`config.mk`:
```
export PLATFORM = sky130hd
export DESIGN_NAME = pwr_mode_ctrl
export DESIGN_NICKNAME = d
export VERILOG_FILES = /design/src/rtl/pmc_pkg.sv /design/src/rtl/pmc_cfg_regs.sv /design/src/rtl/pmc_lat_timer.sv /design/src/rtl/pmc_evt_ctr.sv /design/src/rtl/pwr_mode_ctrl.sv
export SDC_FILE = /design/constraint.sdc
export NUM_CORES = 1
export LEC_CHECK = 0
export ABC_AREA = 1
export BUFFER_PORTS_ARGS = -buffer_cell sky130_fd_sc_hd__buf_2
export CORE_AREA = 5 5 209 211
export CTS_BUF_LIST = sky130_fd_sc_hd__clkbuf_4
export CTS_CLUSTER_SIZE = 25
export DETAILED_ROUTE_END_ITERATION = 16
export DIE_AREA = 0 0 214 216
export PLACE_DENSITY = 0.71
export SYNTH_ARGS = -nofsm -noshare
export SYNTH_HDL_FRONTEND = slang
export SYNTH_SLANG_ARGS = --single-unit
export TNS_END_PERCENT = 1
```
`constraint.sdc`:
```
create_clock -name clk -period 5.3 [get_ports clk]
set_input_delay 1.06 -clock clk [delete_from_list [all_inputs] [get_ports clk]]
set_output_delay 1.06 -clock clk [all_outputs]
set_load 0.01 [all_outputs]
```
`src/rtl/pmc_pkg.sv`:
```
// Shared types for the power mode controller.
// Assumes: seven configuration words, indexed as listed below.
package pmc_pkg;

    typedef enum logic [2:0] {
        ST_RUN,
        ST_IDLE,
        ST_SLEEP,
        ST_ENT_IDLE,
        ST_EXIT_IDLE,
        ST_ENT_SLEEP,
        ST_EXIT_SLEEP
    } pm_state_e;

    localparam int NCFG   = 7;
    localparam int CI_POL = 0;
    localparam int CI_TMO = 1;
    localparam int CI_BE  = 2;
    localparam int CI_LRI = 3;
    localparam int CI_LIR = 4;
    localparam int CI_LRS = 5;
    localparam int CI_LSR = 6;

    localparam logic [1:0] MODE_RUN   = 2'b00;
    localparam logic [1:0] MODE_IDLE  = 2'b01;
    localparam logic [1:0] MODE_SLEEP = 2'b10;
    localparam logic [1:0] MODE_XFER  = 2'b11;

endpackage

```
`src/rtl/pmc_cfg_regs.sv`:
```
// Staged and live configuration words.
// Writes land in the staged copy; the live copy takes the staged words
// when snap is pulsed (run-to-idle move). Assumes addresses >= NCFG are dropped.
module pmc_cfg_regs
    import pmc_pkg::*;
#(
    parameter int CW = 24,
    parameter logic [NCFG-1:0][CW-1:0] RST_VAL = '0
) (
    input  logic                      clk,
    input  logic                      rst_n,
    input  logic                      we,
    input  logic [2:0]                addr,
    input  logic [CW-1:0]             wdata,
    input  logic                      snap,
    output logic [CW-1:0]             stage_lri,
    output logic [NCFG-1:0][CW-1:0]   live
);

    logic [NCFG-1:0][CW-1:0] stage_q;

    for (genvar g = 0; g < NCFG; g++) begin : g_word
        // Staged word: written from the port.
        always_ff @(posedge clk) begin
            if (!rst_n)
                stage_q[g] <= RST_VAL[g];
            else if (we && addr == 3'(g))
                stage_q[g] <= wdata;
        end

        // Live word: copied from staging at idle entry.
        always_ff @(posedge clk) begin
            if (!rst_n)
                live[g] <= RST_VAL[g];
            else if (snap)
                live[g] <= stage_q[g];
        end
    end

    assign stage_lri = stage_q[CI_LRI];


    live_hold_chk: assert property (@(posedge clk) disable iff (!rst_n)
        !snap |=> $stable(live));

endmodule

```
`src/rtl/pmc_lat_timer.sv`:
```
// Transition latency down-counter.
// load captures a latency (0 treated as 1); while run is high the count
// falls to 1, and done is high when the count is at or below 1.
module pmc_lat_timer #(
    parameter int CW = 24
) (
    input  logic          clk,
    input  logic          rst_n,
    input  logic          load,
    input  logic [CW-1:0] load_val,
    input  logic          run,
    output logic          done
);

    logic [CW-1:0] cnt_q;

    // Load or count down the remaining transition cycles.
    always_ff @(posedge clk) begin
        if (!rst_n)
            cnt_q <= CW'(1);
        else if (load)
            cnt_q <= (load_val == '0) ? CW'(1) : load_val;
        else if (run && cnt_q > CW'(1))
            cnt_q <= cnt_q - CW'(1);
    end

    assign done = (cnt_q <= CW'(1));


    zero_lat_chk: assert property (@(posedge clk) disable iff (!rst_n)
        load |=> cnt_q != '0);


    step_down_chk: assert property (@(posedge clk) disable iff (!rst_n)
        (run && !load && !done) |=> cnt_q == $past(cnt_q) - CW'(1));

endmodule

```
`src/rtl/pmc_evt_ctr.sv`:
```
// Saturating event counter: adds one per inc pulse, holds at all ones.
module pmc_evt_ctr #(
    parameter int EW = 16
) (
    input  logic          clk,
    input  logic          rst_n,
    input  logic          inc,
    output logic [EW-1:0] count
);

    // Count events without wrapping.
    always_ff @(posedge clk) begin
        if (!rst_n)
            count <= '0;
        else if (inc && count != '1)
            count <= count + EW'(1);
    end


    no_wrap_chk: assert property (@(posedge clk) disable iff (!rst_n)
        count == '1 |=> count == '1);


    unit_step_chk: assert property (@(posedge clk) disable iff (!rst_n)
        !$stable(count) |-> count == $past(count) + EW'(1));

endmodule

```
`src/rtl/pwr_mode_ctrl.sv`:
```
// Power mode controller: run / idle / sleep with timed transitions.
// Decides idle and sleep entry from activity, wake, timeout or predicted
// idle length, runs the transitions through a latency timer and counts
// sleeps and premature wakeups. Assumes inputs are synchronous to clk.
module pwr_mode_ctrl
    import pmc_pkg::*;
#(
    parameter int CW         = 24,
    parameter int EW         = 16,
    parameter int CYC_PER_US = 100,
    parameter int TMO_US     = 2000,
    parameter int BE_US      = 300
) (
    input  logic          clk,
    input  logic          rst_n,
    input  logic          act_busy,
    input  logic          wake_req,
    input  logic          cfg_we,
    input  logic [2:0]    cfg_addr,
    input  logic [CW-1:0] cfg_wdata,
    input  logic [CW-1:0] pred_idle,
    output logic [1:0]    pm_mode,
    output logic          xfer_busy,
    output logic [EW-1:0] sleep_count,
    output logic [EW-1:0] wrong_count
);

    localparam logic [CW-1:0] RV_POL = '0;
    localparam logic [CW-1:0] RV_TMO = CW'(TMO_US * CYC_PER_US);
    localparam logic [CW-1:0] RV_BE  = CW'(BE_US * CYC_PER_US);
    localparam logic [CW-1:0] RV_LRI = CW'(10 * CYC_PER_US);
    localparam logic [CW-1:0] RV_LIR = CW'(10 * CYC_PER_US);
    localparam logic [CW-1:0] RV_LRS = CW'(90 * CYC_PER_US);
    localparam logic [CW-1:0] RV_LSR = CW'(160000 * CYC_PER_US);
    localparam logic [NCFG-1:0][CW-1:0] CFG_RST =
        {RV_LSR, RV_LRS, RV_LIR, RV_LRI, RV_BE, RV_TMO, RV_POL};

    pm_state_e               st_q, st_n;
    logic [NCFG-1:0][CW-1:0] live;
    logic [CW-1:0]           stage_lri;
    logic [CW-1:0]           dwell_q;
    logic                    pend_q;
    logic                    snap, tmr_load, tmr_done, in_xfer;
    logic [CW-1:0]           tmr_val;
    logic                    shut_inc, wrong_inc;
    logic                    go_sleep, short_sleep, predictive;

    pmc_cfg_regs #(.CW(CW), .RST_VAL(CFG_RST)) u_cfg (
        .clk       (clk),
        .rst_n     (rst_n),
        .we        (cfg_we),
        .addr      (cfg_addr),
        .wdata     (cfg_wdata),
        .snap      (snap),
        .stage_lri (stage_lri),
        .live      (live)
    );

    pmc_lat_timer #(.CW(CW)) u_tmr (
        .clk      (clk),
        .rst_n    (rst_n),
        .load     (tmr_load),
        .load_val (tmr_val),
        .run      (in_xfer),
        .done     (tmr_done)
    );

    pmc_evt_ctr #(.EW(EW)) u_shut_ctr (
        .clk   (clk),
        .rst_n (rst_n),
        .inc   (shut_inc),
        .count (sleep_count)
    );

    pmc_evt_ctr #(.EW(EW)) u_wrong_ctr (
        .clk   (clk),
        .rst_n (rst_n),
        .inc   (wrong_inc),
        .count (wrong_count)
    );

    assign in_xfer     = (st_q == ST_ENT_IDLE) || (st_q == ST_EXIT_IDLE) ||
                         (st_q == ST_ENT_SLEEP) || (st_q == ST_EXIT_SLEEP);
    assign predictive  = (live[CI_POL] != '0);
    assign go_sleep    = predictive
                       ? (dwell_q == '0 && pred_idle > live[CI_BE])
                       : ({1'b0, dwell_q} + (CW+1)'(1) >= {1'b0, live[CI_TMO]});
    assign short_sleep = ({1'b0, dwell_q} + (CW+1)'(1)) < {1'b0, live[CI_BE]};

    // Next mode and side effects for the current cycle.
    always_comb begin
        st_n      = st_q;
        tmr_load  = 1'b0;
        tmr_val   = '0;
        snap      = 1'b0;
        shut_inc  = 1'b0;
        wrong_inc = 1'b0;
        case (st_q)
            ST_RUN: begin
                if (!act_busy && !wake_req) begin
                    st_n     = ST_ENT_IDLE;
                    tmr_load = 1'b1;
                    tmr_val  = stage_lri;
                    snap     = 1'b1;
                end
            end
            ST_ENT_IDLE: begin
                if (tmr_done) st_n = ST_IDLE;
            end
            ST_IDLE: begin
                if (act_busy || wake_req || pend_q) begin
                    st_n     = ST_EXIT_IDLE;
                    tmr_load = 1'b1;
                    tmr_val  = live[CI_LIR];
                end else if (go_sleep) begin
                    st_n     = ST_ENT_SLEEP;
                    tmr_load = 1'b1;
                    tmr_val  = live[CI_LRS];
                end
            end
            ST_ENT_SLEEP: begin
                if (tmr_done) begin
                    st_n     = ST_SLEEP;
                    shut_inc = 1'b1;
                end
            end
            ST_SLEEP: begin
                if (wake_req || pend_q) begin
                    st_n      = ST_EXIT_SLEEP;
                    tmr_load  = 1'b1;
                    tmr_val   = live[CI_LSR];
                    wrong_inc = short_sleep;
                end
            end
            ST_EXIT_IDLE, ST_EXIT_SLEEP: begin
                if (tmr_done) st_n = ST_RUN;
            end
            default: st_n = ST_RUN;
        endcase
    end

    // Mode register.
    always_ff @(posedge clk) begin
        if (!rst_n) st_q <= ST_RUN;
        else        st_q <= st_n;
    end

    // Cycles spent in the current mode, saturating.
    always_ff @(posedge clk) begin
        if (!rst_n)              dwell_q <= '0;
        else if (st_n != st_q)   dwell_q <= '0;
        else if (dwell_q != '1)  dwell_q <= dwell_q + CW'(1);
    end

    // Wake held across entry transitions.
    always_ff @(posedge clk) begin
        if (!rst_n)
            pend_q <= 1'b0;
        else if (st_q == ST_ENT_IDLE || st_q == ST_ENT_SLEEP)
            pend_q <= pend_q | wake_req;
        else
            pend_q <= 1'b0;
    end

    // Mode code and transition flag.
    always_comb begin
        case (st_q)
            ST_RUN:   pm_mode = MODE_RUN;
            ST_IDLE:  pm_mode = MODE_IDLE;
            ST_SLEEP: pm_mode = MODE_SLEEP;
            default:  pm_mode = MODE_XFER;
        endcase
    end
    assign xfer_busy = in_xfer;


    sleep_hold_chk: assert property (@(posedge clk) disable iff (!rst_n)
        (st_q == ST_SLEEP && !wake_req && !pend_q) |=> st_q == ST_SLEEP);


    idle_exit_chk: assert property (@(posedge clk) disable iff (!rst_n)
        (st_q == ST_IDLE && act_busy) |=> st_q == ST_EXIT_IDLE);


    wake_hold_chk: assert property (@(posedge clk) disable iff (!rst_n)
        ((st_q == ST_ENT_IDLE || st_q == ST_ENT_SLEEP) && wake_req) |=> pend_q);


    shut_step_chk: assert property (@(posedge clk) disable iff (!rst_n)
        !$stable(sleep_count) |-> (st_q == ST_SLEEP && $past(st_q) == ST_ENT_SLEEP));


    wrong_step_chk: assert property (@(posedge clk) disable iff (!rst_n)
        !$stable(wrong_count) |-> (st_q == ST_EXIT_SLEEP && $past(st_q) == ST_SLEEP));

endmodule

```
==> metrics.log <==
[metrics] Num Clock Sinks: between 300 and 400
[metrics] ratio of total power to cell area: 339 nW/µm²
[metrics] Power Total: 6780 µW
[metrics] GR met3 Demand/Resource: 4.47%
[metrics] fin crit share: 86.8%
[metrics] source-to-sink clock delay at the later pin of the worst-skew pair: a little over 0.8 ns
[metrics] Die Height: 216 µm
[metrics] worst clock skew on the final layout: 0.0528 ns
[metrics] Clk pin slew, worst setup/hold paths: 0.06 ns
[metrics] number of rows in the core area: 75
[metrics] Critical Path Start Type: flip-flop
[metrics] first-pass GRT wire length: 82,100 µm
[metrics] FMAX: 0.217 GHz
[metrics] Synth Flop Type: sky130_fd_sc_hd__dfxtp_1
[metrics] mean number of vias per cell: 5.33
[metrics] post-detailed-route DRC marker count: 0
[metrics] RSZ-0062 raised after global routing: no
[metrics] growth of design area from synthesis to finish: 10.8%
[metrics] overall die area: 46,200 µm²
[metrics] net count after synthesis: 2,641
[metrics] total global routing overflow: 0
[metrics] hold buffer count at cts: 0
[metrics] Core Region: 41,600 µm²
[metrics] Hold Violations, Final: 0
[metrics] buffers plus inverters on the worst setup path: 2
[metrics] Syn. warnings: 0
[metrics] number of synthesized flops with an enable pin: 0
[metrics] number of detailed-route iterations in the first pass: 5
[metrics] critical path fanouts, max: 27
[metrics] type of the worst min-delay path: flip-flop to flip-flop
[metrics] flop and latch count out of synthesis: ~400
[metrics] number of resized instances in the post-cts repair step: 0
[metrics] antenna violations before repair: 2
[metrics] total half-perimeter wirelength after legalization and detailed placement: 33,100 µm
[metrics] GR Layer Usage met1: 29.0%
[metrics] fraction of layout instances using a drive strength above 1: between 10 and 15%
[metrics] Slew Limit Headroom: 26.5%
[metrics] peak supply drop: roughly 0.13 mV
[metrics] Post-Synthesis Mean Instance Area: roughly 7.2 µm²
[metrics] asr flop ratio synth: 0%
[metrics] biggest area contributors in the synthesized netlist: sky130_fd_sc_hd__dfxtp_1, sky130_fd_sc_hd__nand2_1, sky130_fd_sc_hd__nor2_1
[metrics] final standard cell area without fillers: 20,000 µm²
[metrics] number of max-cap violations: 0
[metrics] final setup violation count: 0
[metrics] total number of vias: 17,000
[metrics] final-layout setup total negative slack: 0 ns
[metrics] placed instance area: 18,900 µm²
[metrics] buffer type at the clock tree root: sky130_fd_sc_hd__clkbuf_4
[metrics] CTS H-tree lvls: 3
[metrics] starting utilization of the core area: 43.5%
[metrics] class of the most critical setup path: flip-flop to flip-flop
[metrics] Final Max Tran Viols: 0
[metrics] vias in the first global route: 16,000
[metrics] TritonCTS Buffers: 104
[metrics] dominant cell type by count on the critical path: sky130_fd_sc_hd__nor2_1
[metrics] Initial DRC Count: 1,530
[metrics] horizontal die dimension: ~210 µm
[metrics] cell area after synthesis: 18,100 µm²
[metrics] dpl ws: 0.825 ns
[metrics] met2 GRT Util: 34.0%
[metrics] buffers inserted by post-CTS timing repair: 0
[metrics] clock tree from TritonCTS: yes
[metrics] run status: finished clean
[metrics] pin count of the biggest net entering global routing: 104
[metrics] total I/O pin count: 91
[metrics] Data required, critical path: 6.00 ns
[metrics] critical path's largest stage delay: 0.43 ns
[metrics] routability-driven placement congestion ratio: slightly below 0.9
[metrics] time the worst path needs with I/O delays and setup: 4.60 ns
[metrics] sequential share of the synthesized area: about 44%
[metrics] cell count after synthesis: 2,508
[metrics] Static Leak: ~0.0089 µW
[metrics] final wirelength: 50,900 µm
[metrics] slew at the pin closest to its max-slew limit: 1.10 ns
[metrics] area share of the leading cell type in the synthesized netlist: between 40% and 50%
[metrics] routed wirelength normalized by instance count: ~16 µm
[metrics] number of unique standard cell types used by synthesis: 47
[metrics] post-layout net count: about 2,700
[metrics] antenna violation net count after detailed routing: 0
[metrics] most congested layer reported by global routing: met2
[metrics] data arrival time at the worst-slack endpoint: ~5.3 ns
[metrics] GR Util All Layers: between 20% and 30%
[metrics] Crit path max-delay family: simple AND/OR/NAND/NOR gates
[metrics] Crit. End Element: flip-flop
[metrics] Slowest-stage cell, CP: sky130_fd_sc_hd__dfxtp_1
[metrics] final worst setup slack: 0.700 ns
[metrics] Clock Path Buffers: 3
[metrics] input/output buffers: 90
[metrics] largest area contributor in the netlist: sky130_fd_sc_hd__dfxtp_1
-- report_power, final --
part / internal (µW) / switching [µW]
combinational: 340 / 745
sequential: 3140 / 108
clock: 1220 / 1220
total: 4710 / 2080
-- layout make-up --
type	instances	area, µm²
fillers	4090	21500
multi-input cells	1787	8920
flip-flops and latches	396	7930
clock buffers	143	1070
inverters	197	743
well taps	539	674
repair buffers	109	612
clock inverters	18	85.1
diodes	1	2.50
-- cell usage after synthesis (8+ instances only) --
cell / count
sky130_fd_sc_hd__nand2_1: 480
sky130_fd_sc_hd__nor2_1: 428
sky130_fd_sc_hd__dfxtp_1: 396
sky130_fd_sc_hd__o21ai_0: 243
sky130_fd_sc_hd__inv_1: 192
sky130_fd_sc_hd__a21oi_1: 186
sky130_fd_sc_hd__nand3_1: 122
sky130_fd_sc_hd__clkbuf_1: 109
sky130_fd_sc_hd__ha_1: 77
sky130_fd_sc_hd__o21ai_1: 35
sky130_fd_sc_hd__xor2_1: 33
sky130_fd_sc_hd__nor3_1: 31
sky130_fd_sc_hd__a22oi_1: 24
sky130_fd_sc_hd__a31oi_1: 24
sky130_fd_sc_hd__nand4_1: 22
sky130_fd_sc_hd__a21oi_2: 14
sky130_fd_sc_hd__xnor2_1: 10
sky130_fd_sc_hd__buf_1: 8
-- state kept, by name (all words and copies together), names as in the netlist --
signal,cells
st_q,3
u_cfg.live,144
u_cfg.stage_q,144
u_cfg.stage_lri,24
dwell_q,24
pend_q,1
u_shut_ctr.count,16
u_tmr.cnt_q,24
u_wrong_ctr.count,16
-- per-layer routing --
metal | share of wire (%) | routed length (µm)
met2 | 44 | 22400
met5 | 0.014 | 7
met3 | 7.4 | 3760
met4 | 2.6 | 1320
met1 | 46 | 23400
-- path summary, 6_finish.rpt --
check / startpoint / endpoint / slack, ns / depth (start not counted)
min reg2reg: u_cfg.stage_q[164] / u_cfg.live[164] / 0.44 / 2
max reg2reg: dwell_q[0] / u_tmr.cnt_q[1] / 0.70 / 29
min: u_cfg.stage_q[164] / u_cfg.live[164] / 0.44 / 2
max: dwell_q[0] / u_tmr.cnt_q[1] / 0.70 / 29
-- cells in the final DEF, fill, tap and decap left out, types with 4 or more instances in the layout --
| master | instances |
|---|---|
| sky130_fd_sc_hd__clkinv_1 | 9 |
| sky130_fd_sc_hd__clkbuf_4 | 143 |
| sky130_fd_sc_hd__buf_2 | 89 |
| sky130_fd_sc_hd__nor3_1 | 30 |
| sky130_fd_sc_hd__a21oi_2 | 14 |
| sky130_fd_sc_hd__nand2_1 | 480 |
| sky130_fd_sc_hd__nor2_1 | 427 |
| sky130_fd_sc_hd__inv_2 | 6 |
| sky130_fd_sc_hd__o21ai_0 | 243 |
| sky130_fd_sc_hd__a211oi_1 | 4 |
| sky130_fd_sc_hd__a31oi_1 | 24 |
| sky130_fd_sc_hd__o21a_1 | 6 |
| sky130_fd_sc_hd__nand4_1 | 22 |
| sky130_fd_sc_hd__xor2_1 | 33 |
| sky130_fd_sc_hd__nand3_1 | 121 |
| sky130_fd_sc_hd__dfxtp_1 | 396 |
| sky130_fd_sc_hd__clkinv_2 | 5 |
| sky130_fd_sc_hd__or2_2 | 5 |
| sky130_fd_sc_hd__buf_4 | 18 |
| sky130_fd_sc_hd__a22oi_1 | 24 |
| sky130_fd_sc_hd__ha_1 | 77 |
| sky130_fd_sc_hd__a41oi_1 | 4 |
| sky130_fd_sc_hd__o21ai_1 | 35 |
| sky130_fd_sc_hd__a21oi_1 | 186 |
| sky130_fd_sc_hd__xnor2_1 | 10 |
| sky130_fd_sc_hd__nand2_2 | 5 |
| sky130_fd_sc_hd__nor4_1 | 5 |
| sky130_fd_sc_hd__nand2_4 | 4 |
| sky130_fd_sc_hd__inv_1 | 191 |
-- kinds of logic (layout without fill, tap and decap cells) --
kind of cell | count (synthesis) | after routing | synth area share (%)
other | 0 | 1 | 0
adders and majority gates | 77 | 77 | 5.33
buffers and inverters | 325 | 467 | 6.99
xor gates and xnor gates | 43 | 43 | 2.08
and+or+nand+nor | 1117 | 1117 | 25.4
DFF | 396 | 396 | 43.8
AOI/OAI and AO/OA | 550 | 550 | 16.4
-- through the flow --
step	instances	utilization (%)	hold slack, ns
global route	3190	48.2	0.463
floorplan	2508	-	0.424
global placement	3028	45.4	0.434
CTS	3189	48.2	0.424
finish	3190	48.2	0.438
detailed placement	3028	45.4	0.440
-- worst min-delay path: stages (launching register included) --
cell	delay, ns
sky130_fd_sc_hd__dfxtp_1	0.33
sky130_fd_sc_hd__nand2_1	0.05
sky130_fd_sc_hd__nand3_1	0.06
Note: power is estimated with default switching activity, not from simulation.
